[src/rtl/i2sf_pkg.sv]
package i2sf_pkg;
  localparam int unsigned BYTE_W = 8;

  // channel carried in a half-frame, equal to the word-select level
  typedef enum logic {
    CH_LEFT  = 1'b0,
    CH_RIGHT = 1'b1
  } chan_e;
endpackage

[src/rtl/i2sf_timebase.sv]
module i2sf_timebase #(
  parameter int unsigned HALF     = 256,
  parameter int unsigned BIT_CLKS = 16,
  parameter int unsigned CW       = 9
) (
  input  logic          clk,
  input  logic          rst,
  output logic [CW-1:0] cnt,
  output logic          rise_evt,
  output logic          load_evt
);
  localparam logic [CW-1:0] LAST = CW'(2 * HALF - 1);

  always_ff @(posedge clk) begin
    if (rst) cnt <= '0;
    else if (cnt == LAST) cnt <= '0;
    else cnt <= cnt + 1'b1;
  end

  // start of the right half: handover point and producer request
  assign rise_evt = (cnt == CW'(HALF));
  // last cycle of the first left slot: play registers may be reloaded
  assign load_evt = (cnt == CW'(BIT_CLKS - 1));

  assert_period_R1: assert property (@(posedge clk) disable iff (rst)
    $past(cnt) == LAST |-> cnt == '0);
endmodule

[src/rtl/i2sf_spi_rx.sv]
module i2sf_spi_rx
  import i2sf_pkg::*;
#(
  parameter int unsigned SAMPLE_W = 16
) (
  input  logic                  clk,
  input  logic                  rst,
  input  logic                  spi_sclk,
  input  logic                  spi_mosi,
  input  logic                  spi_cs_n,
  input  logic                  frame_clear,
  output logic [SAMPLE_W-1:0]   rx_left,
  output logic [SAMPLE_W-1:0]   rx_right,
  output logic                  rx_full
);
  localparam int unsigned FW   = 2 * SAMPLE_W;
  localparam int unsigned BPF  = FW / BYTE_W;
  localparam int unsigned BCW  = $clog2(BPF + 1);
  localparam int unsigned BITW = $clog2(BYTE_W);
  localparam int unsigned SYNC = 2;

  logic [SYNC-1:0] sclk_sy, mosi_sy, csn_sy;
  logic            sclk_d;
  logic [BITW-1:0] bit_cnt;
  logic [BYTE_W-1:0] byte_sh;
  logic            byte_done;
  logic [BYTE_W-1:0] byte_val;
  logic [BCW-1:0]  byte_cnt;
  logic [FW-1:0]   frame_sr;

  // two-stage synchronizers on all SPI inputs, equal delay on each
  always_ff @(posedge clk) begin
    if (rst) begin
      sclk_sy <= '0;
      mosi_sy <= '0;
      csn_sy  <= '1;
      sclk_d  <= 1'b0;
    end else begin
      sclk_sy <= {sclk_sy[SYNC-2:0], spi_sclk};
      mosi_sy <= {mosi_sy[SYNC-2:0], spi_mosi};
      csn_sy  <= {csn_sy[SYNC-2:0], spi_cs_n};
      sclk_d  <= sclk_sy[SYNC-1];
    end
  end

  logic sclk_rise;
  assign sclk_rise = sclk_sy[SYNC-1] & ~sclk_d & ~csn_sy[SYNC-1];

  always_ff @(posedge clk) begin
    if (rst) begin
      bit_cnt   <= '0;
      byte_sh   <= '0;
      byte_done <= 1'b0;
      byte_val  <= '0;
    end else begin
      byte_done <= 1'b0;
      if (csn_sy[SYNC-1]) begin
        bit_cnt <= '0;
      end else if (sclk_rise) begin
        byte_sh <= {byte_sh[BYTE_W-2:0], mosi_sy[SYNC-1]};
        bit_cnt <= bit_cnt + 1'b1;
        if (bit_cnt == BITW'(BYTE_W - 1)) begin
          byte_done <= 1'b1;
          byte_val  <= {byte_sh[BYTE_W-2:0], mosi_sy[SYNC-1]};
        end
      end
    end
  end

  // frame assembly: first byte ends up in the top byte of frame_sr
  always_ff @(posedge clk) begin
    if (rst) begin
      byte_cnt <= '0;
      frame_sr <= '0;
    end else if (frame_clear) begin
      byte_cnt <= byte_done ? BCW'(1) : '0;
      if (byte_done) frame_sr <= {frame_sr[FW-BYTE_W-1:0], byte_val};
    end else if (byte_done && byte_cnt != BCW'(BPF)) begin
      byte_cnt <= byte_cnt + 1'b1;
      frame_sr <= {frame_sr[FW-BYTE_W-1:0], byte_val};
    end
  end

  assign rx_left  = frame_sr[FW-1:SAMPLE_W];
  assign rx_right = frame_sr[SAMPLE_W-1:0];
  assign rx_full  = (byte_cnt == BCW'(BPF));

  assert_count_cap_R8: assert property (@(posedge clk) disable iff (rst)
    byte_cnt <= BCW'(BPF));
  assert_extra_ignored_R8: assert property (@(posedge clk) disable iff (rst)
    (rx_full && !frame_clear) |=> $stable(frame_sr));
endmodule

[src/rtl/i2sf_serializer.sv]
module i2sf_serializer
  import i2sf_pkg::*;
#(
  parameter int unsigned SAMPLE_W = 16,
  parameter int unsigned BIT_CLKS = 16,
  parameter int unsigned CW       = 9
) (
  input  logic                clk,
  input  logic                rst,
  input  logic [CW-1:0]       cnt,
  input  logic                load_evt,
  input  logic [SAMPLE_W-1:0] next_left,
  input  logic [SAMPLE_W-1:0] next_right,
  output logic                bclk_o,
  output logic                sd_o,
  output logic                lrck_o
);
  localparam int unsigned SLW  = $clog2(SAMPLE_W);
  localparam int unsigned SUBW = $clog2(BIT_CLKS);

  logic [SAMPLE_W-1:0] play_l, play_r;
  chan_e               half;
  logic [SLW-1:0]      slot;
  logic [SUBW-1:0]     sub;
  logic [SLW-1:0]      idx;
  logic                sd_next;

  assign half = chan_e'(cnt[CW-1]);
  assign slot = cnt[CW-2 -: SLW];
  assign sub  = cnt[SUBW-1:0];
  // slot s (1..W-1) carries bit W-s; modulo 2^SLW that is simply -s
  assign idx  = '0 - slot;

  always_comb begin
    if (slot == '0) sd_next = (half == CH_RIGHT) ? play_l[0] : play_r[0];
    else if (half == CH_RIGHT) sd_next = play_r[idx];
    else sd_next = play_l[idx];
  end

  always_ff @(posedge clk) begin
    if (rst) begin
      play_l <= '0;
      play_r <= '0;
      bclk_o <= 1'b0;
      sd_o   <= 1'b0;
      lrck_o <= 1'b0;
    end else begin
      if (load_evt) begin
        play_l <= next_left;
        play_r <= next_right;
      end
      bclk_o <= sub[SUBW-1];
      sd_o   <= sd_next;
      lrck_o <= cnt[CW-1];
    end
  end

  assert_sd_on_fall_R3: assert property (@(posedge clk) disable iff (rst)
    !$stable(sd_o) |-> $fell(bclk_o));
  assert_lrck_on_fall_R3: assert property (@(posedge clk) disable iff (rst)
    !$stable(lrck_o) |-> $fell(bclk_o));
endmodule

[src/rtl/i2s_spi_feeder.sv]
module i2s_spi_feeder #(
  parameter int unsigned SAMPLE_W = 16,
  parameter int unsigned BIT_CLKS = 16
) (
  input  logic clk,
  input  logic rst,
  input  logic spi_sclk,
  input  logic spi_mosi,
  input  logic spi_cs_n,
  output logic dac_bclk,
  output logic dac_sd,
  output logic dac_lrck,
  output logic frame_req,
  output logic underrun
);
  localparam int unsigned HALF = SAMPLE_W * BIT_CLKS;
  localparam int unsigned CW   = $clog2(2 * HALF);

  logic [CW-1:0]       cnt;
  logic                rise_evt, load_evt;
  logic [SAMPLE_W-1:0] rx_left, rx_right;
  logic                rx_full;
  logic [SAMPLE_W-1:0] shadow_l, shadow_r;
  logic                armed;

  i2sf_timebase #(.HALF(HALF), .BIT_CLKS(BIT_CLKS), .CW(CW)) u_tb (
    .clk(clk), .rst(rst), .cnt(cnt), .rise_evt(rise_evt), .load_evt(load_evt)
  );

  i2sf_spi_rx #(.SAMPLE_W(SAMPLE_W)) u_rx (
    .clk(clk), .rst(rst),
    .spi_sclk(spi_sclk), .spi_mosi(spi_mosi), .spi_cs_n(spi_cs_n),
    .frame_clear(rise_evt),
    .rx_left(rx_left), .rx_right(rx_right), .rx_full(rx_full)
  );

  // handover at the word-select rising edge
  always_ff @(posedge clk) begin
    if (rst) begin
      shadow_l  <= '0;
      shadow_r  <= '0;
      armed     <= 1'b0;
      underrun  <= 1'b0;
      frame_req <= 1'b0;
    end else begin
      frame_req <= rise_evt;
      if (rise_evt) begin
        if (rx_full) begin
          shadow_l <= rx_left;
          shadow_r <= rx_right;
          armed    <= 1'b1;
        end else if (armed) begin
          underrun <= 1'b1;
        end
      end
    end
  end

  i2sf_serializer #(.SAMPLE_W(SAMPLE_W), .BIT_CLKS(BIT_CLKS), .CW(CW)) u_ser (
    .clk(clk), .rst(rst), .cnt(cnt), .load_evt(load_evt),
    .next_left(shadow_l), .next_right(shadow_r),
    .bclk_o(dac_bclk), .sd_o(dac_sd), .lrck_o(dac_lrck)
  );

  assert_req_with_rise_R6: assert property (@(posedge clk) disable iff (rst)
    $rose(dac_lrck) |-> frame_req);
  assert_req_pulse_R6: assert property (@(posedge clk) disable iff (rst)
    frame_req |=> !frame_req);
  assert_underrun_sticky_R9: assert property (@(posedge clk) disable iff (rst)
    $past(underrun) |-> underrun);
  assert_underrun_at_req_R9: assert property (@(posedge clk) disable iff (rst)
    $rose(underrun) |-> frame_req);
  assert_no_early_underrun_R10: assert property (@(posedge clk) disable iff (rst)
    !armed |-> !underrun);
endmodule

[config.mk]
export PLATFORM = sky130hd
export DESIGN_NAME = i2s_spi_feeder
export DESIGN_NICKNAME = d
export VERILOG_FILES = /design/src/rtl/i2sf_pkg.sv /design/src/rtl/i2sf_timebase.sv /design/src/rtl/i2sf_spi_rx.sv /design/src/rtl/i2sf_serializer.sv /design/src/rtl/i2s_spi_feeder.sv
export SDC_FILE = /design/constraint.sdc
export NUM_CORES = 1
export LEC_CHECK = 0
export CAP_MARGIN = 30
export CORE_MARGIN = 2
export CORE_UTILIZATION = 30
export CTS_BUF_LIST = sky130_fd_sc_hd__clkbuf_4 sky130_fd_sc_hd__clkbuf_8
export DETAILED_ROUTE_END_ITERATION = 16
export SLEW_MARGIN = 25
export SYNTH_ARGS = -nofsm -noshare
export SYNTH_HDL_FRONTEND = slang
export SYNTH_SLANG_ARGS = --single-unit
[constraint.sdc]
create_clock -name clk -period 6.6 [get_ports clk]
set_input_delay 1.65 -clock clk [delete_from_list [all_inputs] [get_ports clk]]
set_output_delay 1.65 -clock clk [all_outputs]
set_load 0.02 [all_outputs]
==> Word level (Yosys, flattened, before mapping) <==
Index checks and enable logic that the tools add are counted.
{ "op_classes": {"n_addsub": 4, "magnitude_cmp": 1, "eq_ne": 7, "muxes": 14, "bitwise_logic": 6, "n_reduce_logical": 11} }
{ "ops": {"columns": ["cell", "count"], "rows": [
  ["$mux 32", 3],
  ["$eq 9x9->1 const B", 2],
  ["$add 9x1->9 const B", 1],
  ["$eq 9x4->1 const B", 1],
  ["$bmux 1 s4", 2],
  ["$mux 1", 7],
  ["$add 3x1->3 const B", 2],
  ["$eq 3x3->1 const B", 2],
  ["$mux 3", 2],
  ["$reduce_and 2->1", 3],
  ["$reduce_and 3->1", 2],
  ["$lt 4x5->1 const B", 1],
  ["$logic_not 4->1", 1],
  ["$not 1->1", 4],
  ["$reduce_or 2->1", 2],
  ["$sub 1x4->4 const A", 1],
  ["$ne 3x3->1 const B", 1],
  ["$reduce_or 3->1", 1],
  ["$and 1x1->1", 2],
  ["$ne 2x1->1 const B", 1],
  ["$reduce_bool 2->1", 1],
  ["$logic_and 1x1->1", 1]
]} }
{ "word_totals": {"register_bits": 140, "in_bits": 5, "out_inout_bits": 5, "word_cells": 64} }

==> Depth between registers and ports, before layout <==
{ "depth": {"word_depth": 5, "mapped_depth": 10, "mapped_depth_nobuf": 7} }

==> Cells and area by module <==
A second synthesis with hierarchy kept.
{ "hier_totals": {"cells_unflattened": 568, "hier_area_um2": 5833.1} }
{ "modules_own_cells": {"columns": ["mod", "n_inst", "cells_each", "area_per_inst_um2", "seq_area_each_um2"], "rows": [
  ["i2sf_spi_rx", 1, 222, 2351.0, 1221.2],
  ["i2sf_serializer", 1, 141, 1559.0, 700.7],
  ["i2s_spi_feeder", 1, 155, 1495.2, 700.7],
  ["i2sf_timebase", 1, 50, 427.9, 180.2]
]} }

==> Worst setup path before layout <==
OpenSTA, ideal clock, no wires.
{ "synth_path": {"path_kind": "input -> register", "from": "input port rst", "to": "register armed", "setup_ns": 0.128, "arrival_time_ns": 2.426, "required_time_ns": 6.472, "path_slack_ns": 4.047, "path_stages": 4, "n_path_buf": 3, "path_cell_list": "clkbuf_1 clkbuf_1 clkbuf_1 nor2_1"} }
{ "synth_rtl": {"columns": ["element", "line_no", "text"], "rows": [
  ["from (decl)", "i2s_spi_feeder.sv:6", "input logic rst,"],
  ["to (signal assigned)", "i2s_spi_feeder.sv:42", "armed <= 1'b0;"],
  ["to (signal assigned)", "i2s_spi_feeder.sv:51", "armed <= 1'b1;"],
  ["to (decl)", "i2s_spi_feeder.sv:24", "logic armed;"]
]} }
No word-level cell between the ends.

==> Final worst setup path <==
{ "layout_path": {"from": "register underrun", "to": "output port underrun"} }
{ "layout_rtl": {"columns": ["element", "line_no", "text"], "rows": [
  ["from (decl)", "i2s_spi_feeder.sv:14", "output logic underrun"],
  ["from (signal assigned)", "i2s_spi_feeder.sv:43", "underrun <= 1'b0;"],
  ["from (signal assigned)", "i2s_spi_feeder.sv:53", "underrun <= 1'b1;"]
]} }
No word-level cell between the ends.

==> results.yml <==
yosys:
  syn_nets: 635
  ys_ff_latch: 140
  syn-cell-area_um2: 5310
  ys_seq_area_frac: 0.528
  ys_warn_count: 0
  syn_avg_cell_area_um2: 8.55
  synthCells: 621
  synth-main-ff-cell: "dfxtp_1"
  yosysTopAreaCell: "dfxtp_1"
  yosysTopAreaCellShare: 0.528
  yosys-top-cells-area: "dfxtp_1 (53%), nand2_1 (15%), a21oi_1 (10%)"
  yosysUniqueCellTypes: 37
  async_flop_share: 0
  synth-edff-count: 0
detailed_routing:
  drt_pass1_iterations: 4
  drc_errors: 0
  viasPerCell: 4.51
  wl_per_cell_um: 11.6
  drtIter0Drc: 274
  antenna_left: 0
  drt-total-wl_mm: 9.87
  num_vias: 3834
worst_setup_path:
  slowest_delay_ns: 0.60
  start_kind: "register"
  critPathTopFamily: "buffers and inverters"
  path_cells: "clkdlybuf4s50_1"
  crit_fanout: 2
  critPathCaptureType: "output port"
  slowest_stage: "clkdlybuf4s50_1"
  path_class: "reg2out"
  required_ns: 4.95
  cp.arrival_ns: 1.38
  path_buf_inv: 1
clock_network:
  cts.path.max_buffers: 2
  cts_resized: 0
  cts_hold_buffers: 0
  postCtsSetupRepairBufs: 0
  cts_max_level: 4
  clk_pin_slew_ns: 0.08
  clk_latency_ns: 0.44
  cts-root-buf: "clkbuf_8"
  cts_inserted_buffers: 17
  cts_tree: "done"
  cts_num_sinks: 140
global_route:
  grt_use_total: 0.116
  antenna_found_initial: 0
  grt_pass1_vias: 3668
  gr-total-overflow: 0
  grt_max_degree: 93
  grt_pass1_wl_mm: 17.2
placement:
  dp_cells: 819
  place.gp.congestion: 0.701
  detailed_place_hpwl_mm: 5.92
  numPortBuffers: 9
floorplan:
  die_height_um: 137
  num_io_pins: 10
  core_area_um2: 17300
  fp-row-count: 48
  die-area_um2: 18800
  die_w_um: 137
  start_util: 0.307
layout:
  drive_above_1_share: 0.0942
  fin_cells: 851
  fin_nets: 627
  final_util: 0.345
  diodes: 0
  syn_to_final_growth_pct: 12.4
job:
  drv_cap: 0
timing:
  skew_ns: 0.00882
  relSlewSlack: 0.391
  fmax_mhz: 330
  hold_viol: 0
  finalSetupViolations: 0
  finalCritPeriodShare: 0.460
  tightestPinTransition_ns: 0.914
  slew_viol_final: 0
  rsz0062_at_grt: "false"
  fin_tns_setup_ns: 0
  period_minus_slack_ns: 3.03
power_and_ir_drop:
  powerDensity_nw_per_um2: 273
  peakVddDrop_mv: 0.127
  p_leak_nw: 1.94
outcome:
  outcome: "completed"
hold_path:
  hold_class: "reg2reg"
==> placed cells by master (no fill, tap or decap), types with 2 or more instances in the layout <==
| master | synthesis | layout |
|---|---|---|
| a21oi_1 | 108 | 108 |
| buf_4 | 3 | 6 |
| bufinv_16 | 0 | 4 |
| clkbuf_8 | 0 | 18 |
| clkdlybuf4s50_1 | 0 | 8 |
| clkinv_2 | 0 | 3 |
| clkinv_4 | 0 | 2 |
| dfxtp_1 | 140 | 140 |
| ha_1 | 9 | 9 |
| inv_1 | 8 | 8 |
| inv_6 | 0 | 2 |
| mux2_2 | 2 | 2 |
| mux2i_1 | 12 | 12 |
| mux4_2 | 8 | 8 |
| nand2_1 | 213 | 213 |
| nand3_1 | 8 | 8 |
| nor2_1 | 24 | 24 |
| nor2b_1 | 9 | 8 |
| nor3_1 | 7 | 7 |
| nor3_4 | 1 | 2 |
| o21ai_0 | 2 | 2 |
| or2_2 | 3 | 3 |
| xnor2_1 | 7 | 7 |
| xor2_1 | 2 | 2 |
==> through the flow <==
step	area (µm²)	setup slack [ns]	hold slack (ns)	total power (W)
global route	5970	3.44	0.435	0.00169
floorplan	5310	4.05	0.389	0.000886
finish	5970	3.57	0.416	0.00163
detailed placement	5530	3.44	0.405	0.000892
global placement	5510	3.43	0.395	0.000892
CTS	5970	3.53	0.424	0.00165
==> cell usage after synthesis, types with 2 or more instances <==
cell and n:
buf_2 12, nor3_1 7, nor2_1 24, dfxtp_1 140, xnor2_1 7, nand2_1 213, ha_1 9, mux2i_1 12
clkbuf_1 22, or2_2 3, mux4_2 8, nor2b_1 9, mux2_2 2, xor2_1 2, inv_1 8, buf_6 5
nand3_1 8, o21ai_0 2, a21oi_1 108, buf_4 3
==> worst paths after layout <==
path                                   from                       endpoint  slack (ns)  cells past startpoint
hold reg to reg   u_rx.csn_sy[0]$_SDFF_PP1_      u_rx.csn_sy[1]$_SDFF_PP1_        0.42                      1
setup / recovery      underrun$_SDFFE_PP0P_                       underrun        3.57                      1
setup reg to reg     u_tb.cnt[4]$_SDFF_PP0_  u_ser.play_l[12]$_SDFFE_PP0N_        3.77                      7
hold / removal    u_rx.csn_sy[0]$_SDFF_PP1_      u_rx.csn_sy[1]$_SDFF_PP1_        0.42                      1
==> area by class of cell <==
type,count,area (µm²)
inverter,8,30.0
clock buffer,19,255
fill,1860,11300
clock inverter,13,189
timing repair buffer,15,140
multi-input combinational,431,2270
tap,225,282
sequential,140,2800
==> routing by layer <==
| layer | up-vias | track usage | part of all wire |
|---|---|---|---|
| met4 | 0 | 0.0487 | 0.016 |
| met2 | 39 | 0.188 | 0.46 |
| li1 | 2026 | - | - |
| met3 | 14 | 0.0356 | 0.034 |
| met5 | - | 0 | 0 |
| met1 | 1755 | 0.144 | 0.49 |
==> registers in the layout, indices dropped and copies added, names as in the netlist, 2 cells and up <==
signal         cells
u_rx.byte_cnt      3
u_rx.csn_sy        2
u_rx.sclk_sy       2
u_rx.byte_sh       7
u_ser.play_r      16
u_rx.frame_sr     32
u_rx.bit_cnt       3
shadow_l          16
u_rx.mosi_sy       2
u_rx.byte_val      8
shadow_r          16
u_ser.play_l      16
u_tb.cnt           9
==> kinds of logic (layout without fill, tap and decap cells) <==
group | Yosys count | after routing | share of synthesized area
flip-flops | 140 | 140 | 0.528
AND/OR/NAND/NOR | 274 | 274 | 0.213
buffers and inverters | 50 | 55 | 0.0473
AO/OA/AOI/OAI | 116 | 116 | 0.113
multiplexers | 22 | 22 | 0.0608
XOR/XNOR | 10 | 10 | 0.0179
adder cells (fa/ha/maj) | 9 | 9 | 0.0212
==> worst register-to-register path, stage by stage (launching register included) <==
cell,delay (ns)
dfxtp_1,0.74
inv_1,0.19
ha_1,0.29
or3b_1,0.51
or3_1,0.59
buf_8,0.23
nand2_1,0.07
a21oi_1,0.14
==> power breakdown <==
group / switching [W] / internal [W] / total, W
clock network: 0.000330 / 0.000430 / 0.000759
registers: 0.00000227 / 0.000847 / 0.000850
logic: 0.0000156 / 0.00000630 / 0.0000219
total: 0.000348 / 0.00128 / 0.00163
(Power assumes the default switching activity.)
